--- src/rtl/irq_bid_pkg.sv ---
`timescale 1ns/1ps
package irq_bid_pkg;
  localparam int unsigned NUM_SRC   = 8;
  localparam int unsigned NUM_CH    = 2;
  localparam int unsigned CH_STRIDE = 4;
  localparam int unsigned OFS_TX    = 0;
  localparam int unsigned OFS_RX    = 1;
  localparam int unsigned OFS_BRK   = 2;
  localparam int unsigned SRC_CNT   = 3;
  localparam int unsigned SRC_PIN   = 7;

  localparam logic [3:0] CFG_MASK = 4'h0;
  localparam logic [3:0] CFG_THR  = 4'h1;

  typedef enum logic [1:0] {
    LVL_ONE  = 2'd0,
    LVL_HALF = 2'd1,
    LVL_3Q   = 2'd2,
    LVL_FULL = 2'd3
  } lvl_code_e;

  // Entry count selected by a 2-bit level code for a FIFO of the given depth
  function automatic int unsigned level_of(input logic [1:0] code, input int unsigned depth);
    case (lvl_code_e'(code))
      LVL_ONE:  return 1;
      LVL_HALF: return depth / 2;
      LVL_3Q:   return (depth * 3) / 4;
      default:  return depth;
    endcase
  endfunction
endpackage

--- src/rtl/irq_ready_track.sv ---
`timescale 1ns/1ps
module irq_ready_track
  import irq_bid_pkg::*;
#(
  parameter int unsigned DEPTH = 8,
  parameter int unsigned CNT_W = $clog2(DEPTH + 1),
  parameter int unsigned REARM = 2
) (
  input  logic             clk,
  input  logic             rst,
  input  logic             enable,
  input  logic [CNT_W-1:0] count,
  input  logic [1:0]       lvl_code,
  input  logic             strobe,
  output logic             flag
);
  localparam int unsigned HOLD_W = (REARM > 1) ? $clog2(REARM) : 1;
  localparam logic [HOLD_W-1:0] HOLD_LOAD = HOLD_W'(REARM - 1);

  logic [HOLD_W-1:0] hold_q;
  logic [CNT_W-1:0]  need;
  logic              cond;
  logic              flag_q;

  always_comb begin
    need = CNT_W'(level_of(lvl_code, DEPTH));
    cond = enable && (count >= need);
  end

  // FIFO access drops the flag and holds it off for REARM edges in total
  always_ff @(posedge clk) begin
    if (rst) begin
      flag_q <= 1'b0;
      hold_q <= '0;
    end else if (strobe) begin
      flag_q <= 1'b0;
      hold_q <= HOLD_LOAD;
    end else if (hold_q != '0) begin
      flag_q <= 1'b0;
      hold_q <= hold_q - 1'b1;
    end else begin
      flag_q <= cond;
    end
  end

  assign flag = flag_q;
endmodule

--- src/rtl/irq_sticky_flag.sv ---
`timescale 1ns/1ps
module irq_sticky_flag (
  input  logic clk,
  input  logic rst,
  input  logic set,
  input  logic clr,
  output logic flag
);
  logic flag_q;

  // A set in the same cycle as a clear wins so no event is lost
  always_ff @(posedge clk) begin
    if (rst)      flag_q <= 1'b0;
    else if (set) flag_q <= 1'b1;
    else if (clr) flag_q <= 1'b0;
  end

  assign flag = flag_q;
endmodule

--- src/rtl/irq_bid_arb.sv ---
`timescale 1ns/1ps
module irq_bid_arb #(
  parameter int unsigned NSRC   = 8,
  parameter int unsigned PRIO_W = 3
) (
  input  logic                   clk,
  input  logic                   rst,
  input  logic [NSRC-1:0]        pend,
  input  logic [NSRC*PRIO_W-1:0] prio_flat,
  input  logic [PRIO_W-1:0]      thr,
  output logic [PRIO_W-1:0]      bid,
  output logic                   irq_n
);
  logic [PRIO_W-1:0] best;
  logic [PRIO_W-1:0] bid_q;
  logic              irq_n_q;

  always_comb begin
    best = '0;
    for (int s = 0; s < NSRC; s++) begin
      if (pend[s] && (prio_flat[s*PRIO_W +: PRIO_W] > best))
        best = prio_flat[s*PRIO_W +: PRIO_W];
    end
  end

  always_ff @(posedge clk) begin
    if (rst) begin
      bid_q   <= '0;
      irq_n_q <= 1'b1;
    end else begin
      bid_q   <= best;
      irq_n_q <= !(best > thr);
    end
  end

  assign bid   = bid_q;
  assign irq_n = irq_n_q;
endmodule

--- src/rtl/irq_bid_unit.sv ---
`timescale 1ns/1ps
module irq_bid_unit
  import irq_bid_pkg::*;
#(
  parameter int unsigned FIFO_DEPTH = 8,
  parameter int unsigned PRIO_W     = 3,
  parameter int unsigned REARM_CYC  = 2,
  localparam int unsigned CNT_W     = $clog2(FIFO_DEPTH + 1)
) (
  input  logic                    clk,
  input  logic                    rst,
  input  logic                    cfg_wr,
  input  logic [3:0]              cfg_addr,
  input  logic [7:0]              cfg_wdata,
  input  logic [NUM_CH-1:0]       tx_en,
  input  logic [NUM_CH*CNT_W-1:0] tx_free,
  input  logic [NUM_CH*2-1:0]     tx_lvl,
  input  logic [NUM_CH-1:0]       tx_push,
  input  logic [NUM_CH*CNT_W-1:0] rx_fill,
  input  logic [NUM_CH*2-1:0]     rx_lvl,
  input  logic [NUM_CH-1:0]       rx_pop,
  input  logic [NUM_CH-1:0]       brk_evt,
  input  logic [NUM_CH-1:0]       brk_ack,
  input  logic                    ct_evt,
  input  logic                    ct_stop,
  input  logic                    pin_chg_evt,
  input  logic                    pin_chg_ack,
  output logic [NUM_SRC-1:0]      isr,
  output logic [PRIO_W-1:0]       bid,
  output logic                    irq_n
);
  logic [NUM_SRC-1:0]        mask_q;
  logic [PRIO_W-1:0]         thr_q;
  logic [NUM_SRC*PRIO_W-1:0] prio_q;
  logic [NUM_SRC-1:0]        isr_w;

  // Configuration registers
  always_ff @(posedge clk) begin
    if (rst) begin
      mask_q <= '0;
      thr_q  <= '0;
      prio_q <= '0;
    end else if (cfg_wr) begin
      if (cfg_addr == CFG_MASK) mask_q <= cfg_wdata[NUM_SRC-1:0];
      if (cfg_addr == CFG_THR)  thr_q  <= cfg_wdata[PRIO_W-1:0];
      for (int s = 0; s < NUM_SRC; s++) begin
        if (cfg_addr == {1'b1, 3'(s)})
          prio_q[s*PRIO_W +: PRIO_W] <= cfg_wdata[PRIO_W-1:0];
      end
    end
  end

  // Per-channel sources: transmit ready, receive ready, break change
  for (genvar c = 0; c < NUM_CH; c++) begin : g_ch
    irq_ready_track #(
      .DEPTH(FIFO_DEPTH), .CNT_W(CNT_W), .REARM(REARM_CYC)
    ) u_tx_rdy (
      .clk      (clk),
      .rst      (rst),
      .enable   (tx_en[c]),
      .count    (tx_free[c*CNT_W +: CNT_W]),
      .lvl_code (tx_lvl[c*2 +: 2]),
      .strobe   (tx_push[c]),
      .flag     (isr_w[c*CH_STRIDE + OFS_TX])
    );

    irq_ready_track #(
      .DEPTH(FIFO_DEPTH), .CNT_W(CNT_W), .REARM(REARM_CYC)
    ) u_rx_rdy (
      .clk      (clk),
      .rst      (rst),
      .enable   (1'b1),
      .count    (rx_fill[c*CNT_W +: CNT_W]),
      .lvl_code (rx_lvl[c*2 +: 2]),
      .strobe   (rx_pop[c]),
      .flag     (isr_w[c*CH_STRIDE + OFS_RX])
    );

    irq_sticky_flag u_brk (
      .clk  (clk),
      .rst  (rst),
      .set  (brk_evt[c]),
      .clr  (brk_ack[c]),
      .flag (isr_w[c*CH_STRIDE + OFS_BRK])
    );
  end

  // Shared sources
  irq_sticky_flag u_ct (
    .clk  (clk),
    .rst  (rst),
    .set  (ct_evt),
    .clr  (ct_stop),
    .flag (isr_w[SRC_CNT])
  );

  irq_sticky_flag u_pin (
    .clk  (clk),
    .rst  (rst),
    .set  (pin_chg_evt),
    .clr  (pin_chg_ack),
    .flag (isr_w[SRC_PIN])
  );

  irq_bid_arb #(
    .NSRC(NUM_SRC), .PRIO_W(PRIO_W)
  ) u_arb (
    .clk       (clk),
    .rst       (rst),
    .pend      (isr_w & mask_q),
    .prio_flat (prio_q),
    .thr       (thr_q),
    .bid       (bid),
    .irq_n     (irq_n)
  );

  assign isr = isr_w;
endmodule

--- config.mk ---
export PLATFORM = sky130hd
export DESIGN_NAME = irq_bid_unit
export DESIGN_NICKNAME = d
export VERILOG_FILES = /design/src/rtl/irq_bid_pkg.sv /design/src/rtl/irq_ready_track.sv /design/src/rtl/irq_sticky_flag.sv /design/src/rtl/irq_bid_arb.sv /design/src/rtl/irq_bid_unit.sv
export SDC_FILE = /design/constraint.sdc
export NUM_CORES = 1
export LEC_CHECK = 0
export ABC_AREA = 1
export CAP_MARGIN = 20
export CORE_MARGIN = 5
export CORE_UTILIZATION = 30
export DETAILED_ROUTE_END_ITERATION = 7
export DONT_BUFFER_PORTS = 1
export GPL_ROUTABILITY_DRIVEN = 1
export MAX_ROUTING_LAYER = met4
export SYNTH_ARGS = -nofsm -noshare
export SYNTH_HDL_FRONTEND = slang
export SYNTH_SLANG_ARGS = --single-unit
--- constraint.sdc ---
create_clock -name clk -period 11.2 [get_ports clk]
set_input_delay 2.24 -clock clk [delete_from_list [all_inputs] [get_ports clk]]
set_output_delay 2.24 -clock clk [all_outputs]
set_load 0.02 [all_outputs]
### Word-level counts from Yosys, hierarchy flattened

Cells that the tools add are included.

| storage, ports and cells | value |
|---|---|
| word-level logic and storage cells | 121 |
| output and inout port bits | 12 |
| register bits | 51 |
| bits of input ports | 53 |

| operators by class | value |
|---|---|
| reductions and logical operators | 34 |
| mux-type cells | 28 |
| $lt $le $gt $ge | 13 |
| equality and inequality tests | 17 |
| bitwise operators | 1 |
| $add $sub $neg | 4 |

Operators by type and width:

| kind | count |
|---|---|
| $pmux W4 S3 | 4 |
| $eq A4 B4 Y1 const B | 8 |
| $gt A3 B3 Y1 | 8 |
| $mux W3 | 8 |
| $reduce_and A2 Y1 | 10 |
| $ge A4 B4 Y1 | 4 |
| $mux W1 | 16 |
| $reduce_or A3 Y1 | 4 |
| $logic_and A1 B1 Y1 | 10 |
| $and A8 B8 Y8 | 1 |
| $eq A2 B1 Y1 const B | 4 |
| $eq A2 B2 Y1 const B | 4 |
| $logic_not A2 Y1 | 4 |
| $reduce_bool A2 Y1 | 4 |
| $eq A4 B1 Y1 const B | 1 |
| $logic_not A4 Y1 | 1 |
| $sub A1 B1 Y1 const B | 4 |
| $gt A3 B1 Y1 const B | 1 |
| $logic_not A1 Y1 | 1 |

### Logic depth before layout (Yosys ltp)

| depth | value |
|---|---|
| depth after elaboration | 26 |
| gate-level depth with buffers | 59 |
| gate-level depth less buffers | 59 |

### Cells and area by module

From an unflattened synthesis, not the netlist that was laid out.

| unflattened totals | value |
|---|---|
| cells, all modules | 540 |
| area total of the unflattened synthesis | 3639.7 um^2 |

By module, submodules not included:

| module | area an instance (um^2) | times used | sequential area each (um^2) | cells each |
|---|---|---|---|---|
| irq_bid_unit | 1560.2 | 1 | 700.7 | 231 |
| irq_bid_arb | 1008.5 | 1 | 80.1 | 165 |
| irq_ready_track | 227.7 | 4 | 40.0 | 31 |
| irq_sticky_flag | 40.0 | 4 | 20.0 | 5 |

### Least setup slack after synthesis

Ideal clock, no wire load.

| timing path | value |
|---|---|
| kind | register -> register |
| from | reg g_ch[0].u_tx_rdy.flag_q |
| to | reg u_arb.irq_n_q, in the netlist u_arb.irq_n |
| data required time | 11071 ps |
| stages on the path, launching flop included | 53 |
| path buffers | 0 |
| period minus slack after synthesis | 7575 ps |
| path slack | 3625 ps |
| library setup time | 129 ps |
| arrival time | 7446 ps |
| path through | dfxtp_1 -> nand2_1 -> nor2_1 -> inv_1 -> ha_1 -> nand3_1 -> nand2_1 -> inv_2 -> nand2_4 -> o21ai_0 -> ha_1 -> o21ai_0 -> nand3_2 -> nand3_2 -> nand2_2 -> o21ai_0 -> ha_1 -> or2_2 -> (+17 left out) -> ha_1 -> or2_2 -> o22ai_1 -> inv_1 -> nand2_2 -> nand3_1 -> and2_1 -> ha_1 -> nand2_1 -> o21ai_0 -> nand2_1 -> or2_2 -> nand2_1 -> inv_1 -> ha_1 -> nand2_1 -> o21ai_0 -> nand3_1 |

| on the way | value |
|---|---|
| cells in the longest elaborated chain, start to end | 26 |

RTL lines:

| what | line | RTL |
|---|---|---|
| start: declaration | irq_ready_track.sv:23 | `logic flag_q;` |
| start signal: assignment | irq_ready_track.sv:42 | `flag_q <= cond;` |
| $and A8 B8 Y8 * | irq_bid_unit.sv:110 | `.pend (isr_w & mask_q),` |
| $logic_and A1 B1 Y1 * | irq_bid_arb.sv:21 | `if (pend[s] && (prio_flat[s*PRIO_W +: PRIO_W] > best))` |
| $mux W3 * | irq_bid_arb.sv:21 |  |
| $gt A3 B3 Y1 | irq_bid_arb.sv:21 |  |
| $logic_and A1 B1 Y1 | irq_bid_arb.sv:21 |  |
| $mux W3 * | irq_bid_arb.sv:21 |  |
| $gt A3 B3 Y1 | irq_bid_arb.sv:21 |  |
| $logic_and A1 B1 Y1 | irq_bid_arb.sv:21 |  |
| (+11 left out) | - |  |
| $logic_and A1 B1 Y1 | irq_bid_arb.sv:21 |  |
| $mux W3 * | irq_bid_arb.sv:21 |  |
| $gt A3 B3 Y1 | irq_bid_arb.sv:21 |  |
| $logic_and A1 B1 Y1 | irq_bid_arb.sv:21 |  |
| $mux W3 * | irq_bid_arb.sv:21 |  |
| named net u_arb.best[1] | irq_bid_arb.sv:14 | `logic [PRIO_W-1:0] best;` |
| $gt A3 B3 Y1 * | irq_bid_arb.sv:32 | `irq_n_q <= !(best > thr);` |
| $logic_not A1 Y1 * | irq_bid_arb.sv:32 |  |
| end signal: assignment | irq_bid_arb.sv:32 |  |
| end: declaration | irq_bid_arb.sv:16 | `logic irq_n_q;` |

Mark *: on every way through the listed nets, which the timed path passes. The rest lies on a longest branch.
A chain may end at the register's enable or synchronous reset.

### Worst setup path in the final report

Ends and elaborated chain as after synthesis.

==> run_results.csv <==
group,metric,value,unit
sta,max_freq,115,MHz
clock_network,clk_latency,0.30,ns
cells_and_area,drive_gt1_frac,0.0960,
synth,ys_warn_count,0,
grt,grt_antenna_before_repair,0,
worst_setup_path,crit_required,11.36,ns
sta,fin_crit_sh,0.775,
clock_network,cts.htree.levels,2,
worst_setup_path,cp_num_cells,52,
clock_network,cts_made_buffers,5,
synth,synth.cell_area,0.00331,mm^2
worst_setup_path,startpoint,"g_ch[0].u_tx_rdy.flag",
grt,grt_pass1_wl,12300,um
worst_setup_path,cp_top_family,"simple AND/OR/NAND/NOR gates",
worst_setup_path,path_buf_inv,4,
worst_setup_path,reg2reg_from,"g_ch[0].u_tx_rdy.flag",
placement,portBuffers,0,
placement,placed_area,0.00340,mm^2
worst_setup_path,r2r_cells,52,
power_and_ir_drop,ir_worst_vdd,0.0776,mV
clock_network,clk_path_buf_depth,2,
clock_network,clk_pin_slew_worst_paths,0.09,ns
floorplanning,die_h,115,um
cells_and_area,antenna-diode-count,0,
synth,seq_area_frac_synth,0.308,
worst_setup_path,start_kind,"flip-flop",
sta,fin_crit,8.68,ns
worst_setup_path,critPathMaxStageDelay,0.45,ns
worst_setup_path,r2r-end,"u_arb.irq_n",
worst_setup_path,crit_path_top_delay_cell,"dfxtp_1",
sta,setup_slack,2.52,ns
worst_setup_path,rrSetupSlack,2.52,ns
route,drt-initial-drc-count,122,
job,max_cap_violations,0,
worst_setup_path,worstSetupEndpointType,"flip-flop",
clock_network,post-cts-setup-buffers,0,
sta,skew,0.00768,ns
synth,syn_inst,458,
clock_network,clock-sinks,51,
synth,yosys-top-cells-area,"dfxtp_1 (31%), ha_1 (16%), inv_1 (11%)",
synth,synth_cell_types,30,
sta,worstMarginPinSlew,0.898,ns
clock_network,cts_tree,"done",
floorplanning,rows,38,
placement,post-place-ws,2.54,ns
sta,rsz0062_at_grt,"false",
floorplanning,dieWidth,115,um
grt,grt_pass1_vias,2770,
sta,relSlewSlack,0.400,
floorplanning,ioPinCount,65,
synth,synth_top_area_share,0.308,
placement,gp_congestion,0.815,
sta,fin_setup_tns,0,ns
synth,avgSynthCellArea,7.24,um^2
worst_setup_path,cp.arrival,8.84,ns
worst_hold_path,hold_class,"flip-flop to flip-flop",
route,drt-pass1-iter-count,4,
floorplanning,placeableCoreArea,0.0108,mm^2
cells_and_area,fin_area,0.00348,mm^2
grt,overflow,0,
sta,slew_violations,0,
floorplanning,start_util,0.306,
grt,grt_max_degree,37,
placement,dp_hpwl,5950,um
sta,finalSetupViolations,0,
route,vias,2709,
floorplanning,die-area,0.0133,mm^2
route,drt-wirelength-per-cell,12.2,um
sta,hold_viol_final,0,
cells_and_area,fillCellCount,1207,
route,totalWireLength,7200,um
route,ant_nets,0,
synth,ys_seq_elements,51,
clock_network,cts-root-buf,"clkbuf_8",
cells_and_area,layout.nets,543,
worst_setup_path,cp-endpoint,"u_arb.irq_n",
status,status,"finished, final reports clean",
power_and_ir_drop,total_power,334,uW
route,drc_errors,0,
clock_network,hold_buffers,0,
power_and_ir_drop,p_leak,1.59,nW
grt,track_usage,0.118,
synth,yosysTopAreaCell,"dfxtp_1",
route,routed_via_density,4.61,
worst_setup_path,worstPathMaxFanout,5,
clock_network,post_cts_resized,0,
cells_and_area,utilization,0.321,
power_and_ir_drop,power_density,96.0,mW/mm^2
cells_and_area,area_delta_synth_final,5.10,%
synth,synth_fp_nets,553,
worst_setup_path,crit_type,"flip-flop to flip-flop",
[stage by stage]
| step | hold slack, ns | std cells |
|---|---|---|
| after global placement | 0.435 | 581 |
| after CTS | 0.451 | 588 |
| after floorplan | 0.424 | 458 |
| after detailed placement | 0.437 | 581 |
| final | 0.449 | 588 |
| after global routing | 0.467 | 588 |
[sequential cells by signal, summed over array words and instances (netlist names), 2 cells and up]
name and count:
g_ch.u_brk.flag 2, g_ch.u_rx_rdy.flag 2, g_ch.u_rx_rdy.hold_q 2, g_ch.u_tx_rdy.flag 2
g_ch.u_tx_rdy.hold_q 2, mask_q 8, prio_q 24, thr_q 3
u_arb.bid 3
[worst min path at each step]
stage | to | depth (start not counted) | slack (ns) | start
floorplan | mask_q[3] | 2 | 0.42 | mask_q[3]
global placement | mask_q[3] | 2 | 0.43 | mask_q[3]
detailed placement | mask_q[5] | 2 | 0.44 | mask_q[5]
CTS | mask_q[5] | 2 | 0.45 | mask_q[5]
global route | mask_q[5] | 2 | 0.47 | mask_q[5]
finish | mask_q[3] | 2 | 0.45 | mask_q[3]
[area by class of cell]
class / instances / area (um^2) / area share
Clock buffer: 6 / 82.6 / 0.0237
Clock inverter: 1 / 5.00 / 0.00144
Multi-Input combinational cell: 289 / 1820 / 0.523
Inverter: 101 / 379 / 0.109
Tap cell: 140 / 175 / 0.0503
Sequential cell: 51 / 1020 / 0.293
[cell usage after synthesis, drive strengths merged]
cell / number
ha: 42
o31ai: 1
buf: 9
clkinv: 1
nand3: 34
o21ai: 48
nand2: 56
and2: 1
or2: 3
o21bai: 1
o22ai: 1
o21a: 8
inv: 100
nor2: 39
o211ai: 3
a21boi: 2
a31oi: 1
clkbuf: 8
nor3: 5
dfxtp: 51
a21oi: 44
[kinds of logic after synthesis]
kind of cell / after synthesis / synth area share
adder cells (fa/ha/maj): 42 / 0.159
flip-flops: 51 / 0.308
buffers and inverters: 118 / 0.143
AND/OR/NAND/NOR: 138 / 0.203
AO/OA/AOI/OAI: 109 / 0.187
[power by group]
group / total [mW] / switching (mW) / internal (mW) / leakage [nW]
Clock: 0.107 / 0.0586 / 0.0486 / 0.0470
Combinational: 0.0356 / 0.0202 / 0.0154 / 1.13
Sequential: 0.192 / 0.00520 / 0.186 / 0.415
Total: 0.334 / 0.0840 / 0.250 / 1.59
[worst register-to-register path, delay by kind of cell (launching register included)]
kind | cells | cell delay, ns
AND/OR/NAND/NOR | 29 | 3.23
adder cells (fa/ha/maj) | 8 | 2.30
AO/OA/AOI/OAI | 11 | 2.23
flip-flops | 1 | 0.45
buffers and inverters | 4 | 0.29
[placed cells by master, fill, tap and decap left out, drive strengths merged]
| cell | n |
|---|---|
| nand3 | 34 |
| nand2 | 56 |
| o21bai | 1 |
| and2 | 1 |
| clkbuf | 6 |
| o21a | 8 |
| a21oi | 44 |
| nor3 | 5 |
| nor2 | 39 |
| clkinv | 2 |
| or2 | 3 |
| inv | 100 |
| o211ai | 3 |
| ha | 42 |
| o21ai | 48 |
| a31oi | 1 |
| dfxtp | 51 |
| o22ai | 1 |
| a21boi | 2 |
| o31ai | 1 |
[layer usage]
metal | up-vias | GRT usage | share of wire
li1 | 1430 | - | -
met5 | - | - | 0
met3 | 6 | 0.0400 | 0.069
met2 | 60 | 0.197 | 0.47
met1 | 1213 | 0.135 | 0.45
met4 | 0 | 0.0352 | 0.013
(Power assumes the default switching activity.)
